--- config.mk ---
export PLATFORM = sky130hd
export DESIGN_NAME = ga_io_decoder
export DESIGN_NICKNAME = d
export VERILOG_FILES = /design/src/rtl/ga_pkg.sv /design/src/rtl/ga_crtc_strobe.sv /design/src/rtl/ga_bus_merge.sv /design/src/rtl/ga_ctrl_regs.sv /design/src/rtl/ga_io_decoder.sv
export SDC_FILE = /design/constraint.sdc
export NUM_CORES = 1
export LEC_CHECK = 0
export ABC_AREA = 1
export CAP_MARGIN = 20
export CORE_AREA = 2 2 55 82
export DETAILED_ROUTE_END_ITERATION = 8
export DIE_AREA = 0 0 57 84
export GPL_TIMING_DRIVEN = 0
export PLACE_DENSITY = 0.83
export SLEW_MARGIN = 20
export SYNTH_ARGS = -nofsm -noshare
export SYNTH_HDL_FRONTEND = slang
export SYNTH_HIERARCHICAL = 1
export SYNTH_SLANG_ARGS = --single-unit
--- constraint.sdc ---
create_clock -name clk -period 5.5 [get_ports clk]
set_input_delay 1.1 -clock clk [delete_from_list [all_inputs] [get_ports clk]]
set_output_delay 1.1 -clock clk [all_outputs]
set_load 0.01 [all_outputs]
--- src/rtl/ga_pkg.sv ---
package ga_pkg;

    localparam int PEN_W   = 5;
    localparam int MODE_W  = 2;
    localparam int BANK_W  = 3;
    localparam int WINDOWS = 4;
    localparam int MAP_W   = BANK_W * WINDOWS;

    typedef enum logic [1:0] {
        GA_PEN    = 2'd0,
        GA_COLOUR = 2'd1,
        GA_ROMCTL = 2'd2,
        GA_RAMCFG = 2'd3
    } ga_func_e;

    typedef enum logic [1:0] {
        CR_SELECT  = 2'd0,
        CR_WRITE   = 2'd1,
        CR_STATUS  = 2'd2,
        CR_READREG = 2'd3
    } crtc_act_e;

    typedef struct packed {
        ga_func_e    func;
        logic [5:0]  arg;
    } ga_cmd_t;

    typedef logic [BANK_W-1:0] bank_t;
    typedef bank_t [WINDOWS-1:0] layout_t;

    // Window 0 is the lowest element of the packed array
    function automatic layout_t layout_of(input logic [2:0] code);
        layout_t l;
        case (code)
            3'd0:    l = {3'd3, 3'd2, 3'd1, 3'd0};
            3'd1:    l = {3'd7, 3'd2, 3'd1, 3'd0};
            3'd2:    l = {3'd7, 3'd6, 3'd5, 3'd4};
            3'd3:    l = {3'd7, 3'd2, 3'd3, 3'd0};
            default: l = {3'd3, 3'd2, code, 3'd0};
        endcase
        return l;
    endfunction

endpackage

--- src/rtl/ga_crtc_strobe.sv ---
module ga_crtc_strobe #(
    parameter int ADDR_W   = 16,
    parameter int SEL_BIT  = 14,
    parameter int CODE_LSB = 8
) (
    input  logic [ADDR_W-1:0] addr,
    input  logic              acc,
    input  logic              rd_only,
    output logic              sel,
    output logic              wr,
    output logic              rd_status,
    output logic              rd_reg
);
    import ga_pkg::*;

    crtc_act_e act;
    logic      hit;

    always_comb begin
        act       = crtc_act_e'(addr[CODE_LSB +: 2]);
        hit       = acc && !addr[SEL_BIT];
        sel       = hit && (act == CR_SELECT);
        wr        = hit && (act == CR_WRITE);
        rd_status = hit && rd_only && (act == CR_STATUS);
        rd_reg    = hit && rd_only && (act == CR_READREG);
    end
endmodule

--- src/rtl/ga_bus_merge.sv ---
module ga_bus_merge #(
    parameter int                ADDR_W    = 16,
    parameter int                DATA_W    = 8,
    parameter int                PIO_BIT   = 11,
    parameter logic [ADDR_W-1:0] FDC_MASK  = 16'h0580,
    parameter logic [ADDR_W-1:0] FDC_MATCH = 16'h0100
) (
    input  logic [ADDR_W-1:0] addr,
    input  logic              rd_only,
    input  logic              fdc_fitted,
    input  logic              status_rd,
    input  logic              reg_rd,
    input  logic [DATA_W-1:0] pio_rdata,
    input  logic [DATA_W-1:0] fdc_rdata,
    input  logic [DATA_W-1:0] crtc_status,
    input  logic [DATA_W-1:0] crtc_regdata,
    output logic [DATA_W-1:0] rdata
);
    localparam int NSRC = 4;

    logic [NSRC-1:0]             resp;
    logic [NSRC-1:0][DATA_W-1:0] src;

    always_comb begin
        resp[0] = !addr[PIO_BIT];
        resp[1] = fdc_fitted && ((addr & FDC_MASK) == FDC_MATCH);
        resp[2] = status_rd;
        resp[3] = reg_rd;
        src[0]  = pio_rdata;
        src[1]  = fdc_rdata;
        src[2]  = crtc_status;
        src[3]  = crtc_regdata;
    end

    logic [NSRC:0][DATA_W-1:0] chain;
    assign chain[0] = '1;

    for (genvar i = 0; i < NSRC; i++) begin : g_and
        assign chain[i+1] = (rd_only && resp[i]) ? (chain[i] & src[i]) : chain[i];
    end

    assign rdata = chain[NSRC];
endmodule

--- src/rtl/ga_ctrl_regs.sv ---
module ga_ctrl_regs #(
    parameter int DATA_W = 8
) (
    input  logic                     clk,
    input  logic                     rst,
    input  logic                     hit,
    input  logic [DATA_W-1:0]        cyc_data,
    input  logic                     en_128k,
    output logic [ga_pkg::PEN_W-1:0] pen_idx,
    output logic [ga_pkg::PEN_W-1:0] colour_val,
    output logic                     colour_we,
    output logic [ga_pkg::MODE_W-1:0] vid_mode,
    output logic                     lower_rom_en,
    output logic                     upper_rom_en,
    output logic                     irq_cnt_rst,
    output ga_pkg::layout_t          banks
);
    import ga_pkg::*;

    ga_cmd_t cmd;
    logic    lo_off, hi_off;

    assign cmd          = ga_cmd_t'(cyc_data[7:0]);
    assign lower_rom_en = !lo_off;
    assign upper_rom_en = !hi_off;

    always_ff @(posedge clk) begin
        if (rst) begin
            pen_idx     <= '0;
            colour_val  <= '0;
            colour_we   <= 1'b0;
            vid_mode    <= '0;
            lo_off      <= 1'b0;
            hi_off      <= 1'b0;
            irq_cnt_rst <= 1'b0;
            banks       <= layout_of(3'd0);
        end else begin
            colour_we   <= 1'b0;
            irq_cnt_rst <= 1'b0;
            if (hit) begin
                case (cmd.func)
                    GA_PEN:    pen_idx <= cmd.arg[PEN_W-1:0];
                    GA_COLOUR: begin
                        colour_val <= cmd.arg[PEN_W-1:0];
                        colour_we  <= 1'b1;
                    end
                    GA_ROMCTL: begin
                        lo_off      <= cmd.arg[2];
                        hi_off      <= cmd.arg[3];
                        irq_cnt_rst <= cmd.arg[4];
                        vid_mode    <= cmd.arg[MODE_W-1:0];
                    end
                    GA_RAMCFG: if (en_128k) banks <= layout_of(cmd.arg[2:0]);
                    default: ;
                endcase
            end
        end
    end
endmodule

--- src/rtl/ga_io_decoder.sv ---
module ga_io_decoder #(
    parameter int          ADDR_W    = 16,
    parameter int          DATA_W    = 8,
    parameter int          PIO_BIT   = 11,
    parameter int          CRTC_BIT  = 14,
    parameter logic [15:0] FDC_MASK  = 16'h0580,
    parameter logic [15:0] FDC_MATCH = 16'h0100
) (
    input  logic              clk,
    input  logic              rst,
    input  logic [ADDR_W-1:0] io_addr,
    input  logic [DATA_W-1:0] io_wdata,
    input  logic              io_rd,
    input  logic              io_wr,
    input  logic              en_128k,
    input  logic              fdc_fitted,
    input  logic [DATA_W-1:0] pio_rdata,
    input  logic [DATA_W-1:0] fdc_rdata,
    input  logic [DATA_W-1:0] crtc_status,
    input  logic [DATA_W-1:0] crtc_regdata,
    output logic [DATA_W-1:0] io_rdata,
    output logic              crtc_sel,
    output logic              crtc_wr,
    output logic              crtc_rd_status,
    output logic              crtc_rd_reg,
    output logic [DATA_W-1:0] crtc_data,
    output logic [4:0]        pen_idx,
    output logic [4:0]        colour_val,
    output logic              colour_we,
    output logic [1:0]        vid_mode,
    output logic              lower_rom_en,
    output logic              upper_rom_en,
    output logic              irq_cnt_rst,
    output logic [11:0]       bank_map
);
    import ga_pkg::*;

    logic              acc, rd_only, ga_hit;
    logic [DATA_W-1:0] merged, cyc_data;
    layout_t           banks;

    assign acc      = io_rd || io_wr;
    assign rd_only  = io_rd && !io_wr;
    assign ga_hit   = acc && (io_addr[ADDR_W-1 -: 2] == 2'b01);
    assign cyc_data = io_wr ? io_wdata : merged;
    assign io_rdata = merged;
    assign crtc_data = cyc_data;
    assign bank_map = banks;

    ga_crtc_strobe #(.ADDR_W(ADDR_W), .SEL_BIT(CRTC_BIT), .CODE_LSB(8)) u_strobe (
        .addr      (io_addr),
        .acc       (acc),
        .rd_only   (rd_only),
        .sel       (crtc_sel),
        .wr        (crtc_wr),
        .rd_status (crtc_rd_status),
        .rd_reg    (crtc_rd_reg)
    );

    ga_bus_merge #(
        .ADDR_W(ADDR_W), .DATA_W(DATA_W), .PIO_BIT(PIO_BIT),
        .FDC_MASK(FDC_MASK), .FDC_MATCH(FDC_MATCH)
    ) u_merge (
        .addr         (io_addr),
        .rd_only      (rd_only),
        .fdc_fitted   (fdc_fitted),
        .status_rd    (crtc_rd_status),
        .reg_rd       (crtc_rd_reg),
        .pio_rdata    (pio_rdata),
        .fdc_rdata    (fdc_rdata),
        .crtc_status  (crtc_status),
        .crtc_regdata (crtc_regdata),
        .rdata        (merged)
    );

    ga_ctrl_regs #(.DATA_W(DATA_W)) u_regs (
        .clk          (clk),
        .rst          (rst),
        .hit          (ga_hit),
        .cyc_data     (cyc_data),
        .en_128k      (en_128k),
        .pen_idx      (pen_idx),
        .colour_val   (colour_val),
        .colour_we    (colour_we),
        .vid_mode     (vid_mode),
        .lower_rom_en (lower_rom_en),
        .upper_rom_en (upper_rom_en),
        .irq_cnt_rst  (irq_cnt_rst),
        .banks        (banks)
    );
endmodule

Word-level counts from Yosys, hierarchy flattened
Index checks and enable logic that the tools add are counted.

Equality and inequality tests: 11. Mux-type cells: 7. Bitwise operators: 5. Reductions and logical operators: 28.

Operators by type and width (count): $pmux 12 s4 (1); $mux 8 (5); $and 8x8->8 (3); $logic_and 1x1->1 (13); $eq 3x2->1 const B (3); $eq 2x2->1 const B (4); $eq 2x1->1 const B (3); $reduce_and 2->1 (3); $logic_not 1->1 (5); $logic_not 2->1 (2); $eq 3x1->1 const B (1); $logic_not 3->1 (1); $reduce_and 3->1 (1); $reduce_or 3->1 (1); $not 1->1 (2); $reduce_or 2->1 (1); $logic_or 1x1->1 (1); $mux 1 (1).

Register bits: 28. Bits of input ports: 62. Word-level logic and storage cells: 62.

Depth between registers and ports, before layout
Depth in word-level cells: 14. Mapped depth: 16.

By module
The synthesis kept the hierarchy.

By module, submodules not included: ga_ctrl_regs (instances 1, cells each 113, area each 843.3 µm², sequential area each 420.4 µm²); ga_bus_merge (instances 1, cells each 74, area each 386.6 µm², sequential area each 0.0 µm²); ga_io_decoder (instances 1, cells each 33, area each 141.4 µm², sequential area each 0.0 µm²); ga_crtc_strobe (instances 1, cells each 13, area each 50.0 µm², sequential area each 0.0 µm²).

Worst setup path before layout
Ideal clock, no wire load.

Kind: input to output. Start point: input io_wr. End point: output crtc_data[7]. Data arrival time: 2.332 ns. Data required time: 4.400 ns. Path slack: 2.068 ns. Cell stages on the path: 11. Path through: buf_6 > nor2_4 > inv_1 > nand3_1 > nor2_1 > buf_4 > nand3_1 > nand3_1 > nor2_1 > nand2_1 > nand2_1.

Elaborated cells between the ends (all ways): 19.

RTL lines: start: declaration (line ga_io_decoder.sv:14) `input logic io_wr,`; $logic_or 1x1->1 (line ga_io_decoder.sv:42) `assign acc = io_rd || io_wr;`; via acc (line ga_io_decoder.sv:38) `logic acc, rd_only, ga_hit;`; $logic_and 1x1->1 (line ga_crtc_strobe.sv:21) `hit = acc && !addr[SEL_BIT];`; $logic_and 1x1->1 (2 in series) (line ga_crtc_strobe.sv:25) `rd_reg = hit && rd_only && (act == CR_READREG);`; via crtc_rd_reg (line ga_io_decoder.sv:25) `output logic crtc_rd_reg,`; $logic_and 1x1->1 (line ga_bus_merge.sv:39) `assign chain[i+1] = (rd_only && resp[i]) ? (chain[i] & src[i]) : chain[i];`; $mux 8 (line ga_bus_merge.sv:39); via io_rdata[7] (line ga_io_decoder.sv:21) `output logic [DATA_W-1:0] io_rdata,`; $mux 8 (line ga_io_decoder.sv:45) `assign cyc_data = io_wr ? io_wdata : merged;`; end: declaration (line ga_io_decoder.sv:26) `output logic [DATA_W-1:0] crtc_data,`.

The timed path passes the listed nets, and every way through them passes these cells.

Final worst setup path
Start point: input io_wr. End point: output crtc_data[0].

Elaborated cells between the ends (all ways): 19.

RTL lines: $logic_or 1x1->1 * (line ga_io_decoder.sv:42); via acc (line ga_io_decoder.sv:38); $logic_and 1x1->1 * (line ga_crtc_strobe.sv:21); $logic_and 1x1->1 * (line ga_crtc_strobe.sv:24, ga_crtc_strobe.sv:25); $logic_and 1x1->1 (line ga_crtc_strobe.sv:24) `rd_status = hit && rd_only && (act == CR_STATUS);`; $logic_and 1x1->1 (line ga_bus_merge.sv:39); $mux 8 (line ga_bus_merge.sv:39); $and 8x8->8 (line ga_bus_merge.sv:39); $mux 8 * (line ga_bus_merge.sv:39); $mux 8 * (line ga_io_decoder.sv:45).

Mark *: on every way through the listed nets, which the timed path passes. The rest lies on a longest branch.

==> flow_summary.yaml <==
run_status:
  status: "finished, final reports clean"
clock_tree:
  cts_root_buf: "clkbuf_8"
  cts-resized-gates: 0
  holdBufCountCts: 0
  clk_pin_slew_worst_paths_ps: 70
  cts_made_buffers: 3
  worstSkewPairLatency_ps: 260
  cts.sinks: 21
  htree_levels: 1
  cts_tree: "done"
  cts_setup_buffers: 0
  clockBufferDepth: 2
sta:
  fin_skew_ps: 0
  final.period_utilization: 0.815
  fin_crit_ps: 4480
  max_freq_mhz: 223
  holdWs_ps: 480
  slew_viol_final: 0
  fin_tns_setup_ps: 0
  setup_violations: 0
  rsz0062_at_grt: "no"
  hold_viol: 0
global_route:
  grt_max_degree: 12
  grt_pass1_vias: 1649
  grt_antenna_before_repair: 0
  grtUsageTotal: 0.177
  grt-ovfl-total: 0
  grt_pass1_wl_um: 6830
worst_setup_path:
  r2r_start: "u_regs/colour_val[2]"
  cp-end-kind: "output port"
  rr_endpoint: "u_regs/colour_val[2]"
  regToRegSetupSlack_ps: 4830
  critPathLaunchType: "input port"
  critPathMaxFanout: 10
  path_class: "input port to output port"
  cp.required_ps: 4400
  rr_worst_depth: 2
  crit_arrival_ps: 3380
yosys:
  synth_top_cell_area_share: 0.296
  synth-seq-area-share: 0.296
  syn_inst: 233
  yosys_warnings: 6
  ys_ff_latch: 21
  syn_area_per_cell_um2: 6.10
  synth_cell_types: 19
  yosysTopAreaCell: "dfxtp_1"
  netlist_area_mm2: 0.00142
  synth.area.top_cells: "dfxtp_1, nor2_1, nand2_1"
worst_hold_path:
  min-delay-start: "u_regs/banks[3]"
  worst_hold_path_type: "flop to flop"
  min_to: "u_regs/banks[3]"
  min_path_cells: 2
floorplan:
  row_count: 29
  die-width_um: 57
  io_pins: 110
  fp.dieH_um: 84
  initial_core_util: 0.344
  die-area_mm2: 0.00479
  core_area_mm2: 0.00414
final_layout:
  antenna_cells: 0
  nets: 398
  final_cell_mix: "clkdlybuf4s50_1, nor2_1, nand2_1"
  layout_commonest_cell: "clkdlybuf4s50_1"
  area_delta_synth_final_pct: 74.5
  drive_gt1_frac: 0.0687
pwr:
  clkPwrFrac: 0.261
  netSwitchingPower_uw: 101
  seqPwrFrac: 0.418
  p_sw_frac: 0.267
  pwr-share-comb: 0.321
  p_per_area_mw_per_mm2: 152
  leakagePower_nw: 1.12
  vdd_drop_max_mv: 0.134
  internal_power_uw: 277
route:
  vias: 1774
  wl_per_cell_um: 11.3
  drt_iter0_markers: 45
  antenna_left: 0
  avgViaCountPerCell: 4.66
  drc: 0
  first_pass_iters: 4
  routed_wl_um: 4290
placed_design:
  io_buffers: 94
  place_congestion: 0.780
  dp_hpwl_um: 3700
job:
  drv_cap: 0
==> Yosys cell counts <==
library cell / number
nor2_1: 47
nand2_1: 39
inv_1: 36
nand3_1: 29
dfxtp_1: 21
o21ai_0: 20
buf_4: 9
nand3b_1: 8
nor3_1: 8
buf_6: 3
nor2_4: 3
a21oi_1: 2
conb_1: 2
buf_8: 1
clkbuf_2: 1
clkinv_2: 1
nand2_2: 1
nor2_2: 1
o21a_1: 1
==> area by class of cell <==
| type | instances | area, µm² |
|---|---|---|
| timing repair buffer | 94 | 941 |
| inverter | 37 | 140 |
| buffer | 14 | 121 |
| sequential | 21 | 420 |
| tap | 46 | 57.6 |
| fill | 391 | 1660 |
| multi-input combinational | 165 | 754 |
| clock buffer | 4 | 45.0 |
==> power groups by stage <==
| stage | Combinational [mW] | Clock [mW] | Sequential [mW] |
|---|---|---|---|
| after floorplan | 0.0495 | 0 | 0.163 |
| after detailed placement | 0.121 | 0 | 0.161 |
| final | 0.121 | 0.0986 | 0.158 |
| after global routing | 0.132 | 0.107 | 0.158 |
| after global placement | 0.119 | 0 | 0.161 |
| after CTS | 0.122 | 0.100 | 0.158 |
==> per-layer routing <==
metal	vias to the layer above	wire [µm]	share of wire	track usage
met5	-	0	0	0
met4	0	93	0.022	0.0719
met3	8	332	0.077	0.0326
met2	88	2360	0.55	0.358
met1	761	1500	0.35	0.163
li1	917	-	-	-
==> flip-flops by register name, summed over array words and instances (netlist names) <==
register	flops
u_regs/hi_off	1
u_regs/colour_we	1
u_regs/pen_idx	5
u_regs/lo_off	1
u_regs/vid_mode	2
u_regs/irq_cnt_rst	1
u_regs/banks	5
u_regs/colour_val	5
==> kinds of logic (layout without fill, tap and decap cells) <==
family          Yosys count  in the layout  synth area share
other cells               2              6           0.00528
buf+inv                  51            149             0.184
compound gates           23             23            0.0828
simple gates            136            136             0.432
flops                    21             21             0.296
==> worst max-delay path: stages <==
cell and delay (ps):
clkdlybuf4s50_1 440, buf_6 160, nor2_4 110, inv_1 60, nand3_1 100, nor2_1 60, buf_4 160, nand3_1 80
nand3_1 70, nor2_1 140, nand2_1 80, nand2_1 230, clkdlybuf4s50_1 590
==> per-stage QoR <==
stage	setup WS (ps)	area, µm²	utilization	instances	power (mW)
2_1_floorplan	2070	1440	-	237	0.213
3_3_place_gp	980	2430	0.589	377	0.281
3_5_place_dp	1000	2430	0.589	377	0.283
4_1_cts	998	2480	0.600	381	0.380
5_1_grt	829	2480	0.600	381	0.397
6_report	1020	2480	0.600	381	0.378
==> worst max-delay path by stage <==
stage                        end  depth (start not counted)  startpoint
finish              crtc_data[0]                         13       io_wr
global route        crtc_data[2]                         13       io_wr
CTS                 crtc_data[0]                         13       io_wr
detailed placement  crtc_data[0]                         13       io_wr
global placement    crtc_data[0]                         13       io_wr
floorplan           crtc_data[7]                         11       io_wr
Power figures use the tool's default switching activity.
